File: config.mk
export PLATFORM = sky130hd
export DESIGN_NAME = id_pd_responder
export DESIGN_NICKNAME = d
export VERILOG_FILES = /design/src/rtl/id_pd_responder.sv
export SDC_FILE = /design/constraint.sdc
export NUM_CORES = 1
export LEC_CHECK = 0
export BUFFER_PORTS_ARGS = -buffer_cell sky130_fd_sc_hd__clkbuf_2
export CAP_MARGIN = 20
export CORE_MARGIN = 2
export CORE_UTILIZATION = 50
export CTS_CLUSTER_SIZE = 12
export DETAILED_ROUTE_END_ITERATION = 16
export PLACE_DENSITY = 0.82
export SYNTH_ARGS = -nofsm -noshare
export SYNTH_HDL_FRONTEND = slang
export SYNTH_SLANG_ARGS = --single-unit
File: constraint.sdc
create_clock -name clk -period 3.3 [get_ports clk]
set_input_delay 0.165 -clock clk [delete_from_list [all_inputs] [get_ports clk]]
set_output_delay 0.165 -clock clk [all_outputs]
set_load 0.02 [all_outputs]
File: src/rtl/id_pd_responder.sv
module id_pd_responder #(
  parameter int          WAKE_CYC = 8,
  parameter logic [7:0]  OP_ID    = 8'h9F,
  parameter logic [7:0]  OP_SLEEP = 8'hB9,
  parameter logic [7:0]  OP_WAKE  = 8'hAB,
  parameter logic [7:0]  MFR_ID   = 8'h1F,
  parameter logic [7:0]  DEV_ID1  = 8'h47,
  parameter logic [7:0]  DEV_ID2  = 8'h00,
  parameter logic [7:0]  EXT_LEN  = 8'h00
) (
  input  logic       clk,
  input  logic       rst_n,
  input  logic       cs_fall,
  input  logic       cs_rise,
  input  logic       op_stb,
  input  logic [7:0] op_code,
  input  logic       byte_stb,
  input  logic       busy,
  output logic [7:0] so_data,
  output logic       so_active,
  output logic       pwr_down
);
  localparam int NBYTES = 4;
  localparam int IW = $clog2(NBYTES + 1);
  localparam int CW = $clog2(WAKE_CYC + 1);

  logic          streaming, sleep_arm, wake_arm, waking;
  logic [IW-1:0] idx;
  logic [CW-1:0] wcnt;

  always_ff @(posedge clk or negedge rst_n) begin
    if (!rst_n) begin
      streaming <= 1'b0;
      sleep_arm <= 1'b0;
      wake_arm  <= 1'b0;
      waking    <= 1'b0;
      pwr_down  <= 1'b0;
      idx       <= '0;
      wcnt      <= '0;
    end else begin
      if (cs_fall) begin
        streaming <= 1'b0;
        sleep_arm <= 1'b0;
        wake_arm  <= 1'b0;
      end
      if (op_stb && !waking) begin
        if (!pwr_down) begin
          if (op_code == OP_ID) begin
            streaming <= 1'b1;
            idx       <= '0;
          end
          if (op_code == OP_SLEEP && !busy) sleep_arm <= 1'b1;
        end else if (op_code == OP_WAKE) begin
          wake_arm <= 1'b1;
        end
      end
      if (byte_stb && streaming && !cs_rise && idx != IW'(NBYTES))
        idx <= idx + IW'(1);
      if (cs_rise) begin
        streaming <= 1'b0;
        sleep_arm <= 1'b0;
        wake_arm  <= 1'b0;
        if (sleep_arm) pwr_down <= 1'b1;
        if (wake_arm) begin
          waking <= 1'b1;
          wcnt   <= CW'(WAKE_CYC);
        end
      end
      if (waking) begin
        wcnt <= wcnt - CW'(1);
        if (wcnt == CW'(1)) begin
          waking   <= 1'b0;
          pwr_down <= 1'b0;
        end
      end
    end
  end

  logic [7:0] id_byte;
  always_comb begin
    case (idx)
      IW'(0):  id_byte = MFR_ID;
      IW'(1):  id_byte = DEV_ID1;
      IW'(2):  id_byte = DEV_ID2;
      IW'(3):  id_byte = EXT_LEN;
      default: id_byte = 8'h00;
    endcase
  end

  assign so_active = streaming;
  assign so_data   = streaming ? id_byte : 8'h00;
endmodule

==> flow_metrics.tcl <==
set metrics [dict create \
    skew_ns 0.00151 \
    initial_utilization_pct 51.9 \
    cp-start-kind "flip-flop" \
    max_freq_mhz 633 \
    leakage_nw 0.451 \
    path_cells "nor3b_1 > and2_1 > clkbuf_2" \
    ys_warn_count 0 \
    cts_tree "yes" \
    diodes 0 \
    rr_startpoint "idx[0]$_DFFE_PN0P_" \
    r2r_slack_ns 1.90 \
    grt_remaining_overflow 0 \
    r2r_end "idx[2]$_DFFE_PN0P_" \
    synth_area_leaders "dfrtp_1 39%, ha_1 8.2%, buf_4 4.9%" \
    die_area_um2 1860 \
    drtIter0Drc 3 \
    synth_top_area_share_pct 39.3 \
    cts_inserted_buffers 3 \
    crit_path_end "so_data[6]" \
    ioPinCount 25 \
    crit_slowest_cell "dfrtp_1" \
    yosys_most_used_dff "dfrtp_1" \
    clock_sinks 12 \
    slew_violations 0 \
    yosys.cell_types.count 35 \
    yosysTopAreaCell "dfrtp_1" \
    layout-drive-gt1-share_pct 34.4 \
    yosysSeqAreaShare_pct 39.3 \
    synth_edf_count 0 \
    grt_pass1_vias 603 \
    synth.ff_latch_count 12 \
    hold_class "in2reg" \
    root_buffer "clkbuf_4" \
    cts_max_level 1 \
    cp-startpoint "so_active$_DFF_PN0_" \
    vias_per_cell 5.37 \
    wl_per_cell_um 13.0 \
    dp_cells 107 \
    grt_util_all_layers_pct 19.6 \
    area_delta_synth_final_pct 18.0 \
    cp_top_family "simple AND/OR/NAND/NOR gates" \
    yosysMostFrequentCell "dfrtp_1" \
    num_rows 14 \
    rsz0062_at_grt "no" \
    die_w_um 43.1 \
    grt_max_degree 13 \
    drt_wl_total_um 1460 \
    cp_max_fo 5 \
    portBuffers 22 \
    worst-path-stages 3 \
    grt_pass1_wl_um 2650 \
    cts_setup_buffers 0 \
    cp-end-kind "output port" \
    gp_congestion 0.809 \
    vias 601 \
    netlist_instances 74 \
    netlist_area_um2 763 \
    netlist_top_cells_count "12 x dfrtp_1, 6 x nand2_1, 5 x buf_4, 5 x ha_1" \
    drtAntennaViolNets 0 \
    hold_viol 0 \
    vdd_drop_max_mv 0.200 \
    drc 0 \
    reg2reg_depth 4 \
    antenna_found_initial 0 \
    cts_buffer_depth 2 \
    clock_latency_ns 0.27 \
    final_nets 117 \
    coreArea_um2 1470 \
    final_cells 112 \
    power_density_nw_per_um2 325 \
    required_ns 3.13 \
    max-cap-violations 0 \
    path_clk_slew_ns 0.08 \
    layout_min_cycle_time_ns 1.58 \
    critPathBufInv 1 \
    dpl.hpwl_um 1160 \
    dr.pass1.iters 2 \
    arrival_ns 1.42 \
    finalSetupViolations 0 \
    outcome "completed" \
    slowest_delay_ns 0.44 \
    async_flop_share_pct 100 \
    die_y_um 43.1 \
    finalSetupTns_ns 0 \
    fin_crit_sh_pct 47.9 \
    path_class "reg2out" \
    final.fill_count 128 \
    synth_area_per_cell_um2 10.3 \
]
## area by class of cell
type / instances / area (um^2) / area share, %
sequential: 12 / 300 / 33.3
inverter: 4 / 15.0 / 1.67
clock buffer: 4 / 36.3 / 4.03
multi-input combinational: 53 / 409 / 45.4
timing repair buffer: 23 / 120 / 13.3
tap: 16 / 20.0 / 2.22
## through the flow
stage	hold WS (ns)	total power [mW]	utilization, %	worst slack (ns)	instance area [um^2]
global route	0.102	0.306	61.2	1.64	901
floorplan	-0.131	0.161	-	1.58	767
CTS	0.0965	0.296	61.2	1.69	901
detailed placement	0.0700	0.175	58.1	1.92	855
global placement	0.0645	0.174	58.1	1.97	855
finish	0.102	0.293	61.2	1.72	901
## what timing repair did
item	4_1_cts	5_1_grt
endpoints found under the hold margin	12	0
hold buffers	1	0
resized for setup	0	0
## where the power goes
part	total [mW]	leakage, nW	switching (mW)	internal (mW)
logic	0.0236	0.268	0.0127	0.0109
clock network	0.120	0.0210	0.0534	0.0670
registers	0.149	0.162	0.00105	0.148
total	0.293	0.451	0.0671	0.226
## worst min-delay path by stage
stage                           from                  end  slack [ns]  cells after the start
final                     op_code[4]   wake_arm$_DFF_PN0_        0.10                      2
after global routing      op_code[4]   wake_arm$_DFF_PN0_        0.10                      2
after CTS                 op_code[4]   wake_arm$_DFF_PN0_         0.1                      2
after detailed placement       rst_n  wcnt[0]$_DFFE_PN0P_        0.07                      1
after global placement         rst_n  wcnt[0]$_DFFE_PN0P_        0.06                      1
after floorplan                rst_n   idx[0]$_DFFE_PN0P_       -0.13                      0
## logic make-up (layout without fill, tap and decap cells)
| kind of cell | count (synthesis) | after routing | synth area share, % |
|---|---|---|---|
| compound gates | 14 | 14 | 13.4 |
| fa+ha+maj | 5 | 5 | 8.20 |
| buf+inv | 10 | 31 | 7.54 |
| flops | 12 | 12 | 39.3 |
| mux | 2 | 2 | 2.79 |
| other cells | 1 | 2 | 0.491 |
| simple gates | 30 | 30 | 28.2 |
## flip-flops by register name, summed over array words and instances (netlist names)
signal and count:
idx 3, wcnt 4, wake_arm 1, sleep_arm 1
so_active 1, pwr_down 1, waking 1
## placed cells by master, fill, tap and decap left out, types with 2 or more instances in the layout
cell,instances
a21oi_1,3
and2_1,2
clkbuf_2,22
clkbuf_4,3
conb_1,2
dfrtp_1,12
ha_1,5
inv_1,4
nand2_1,6
nor2_1,3
nor2b_1,3
o21ai_0,4
or3b_2,2
or4b_1,2
## per-layer routing
metal	vias up	share of wire, %	track usage (%)
met5	-	0	0
met4	0	1.0	10.9
met3	2	2.7	2.55
met2	10	52	32.7
met1	284	45	24.1
li1	305	-	-
(Power assumes the default switching activity.)
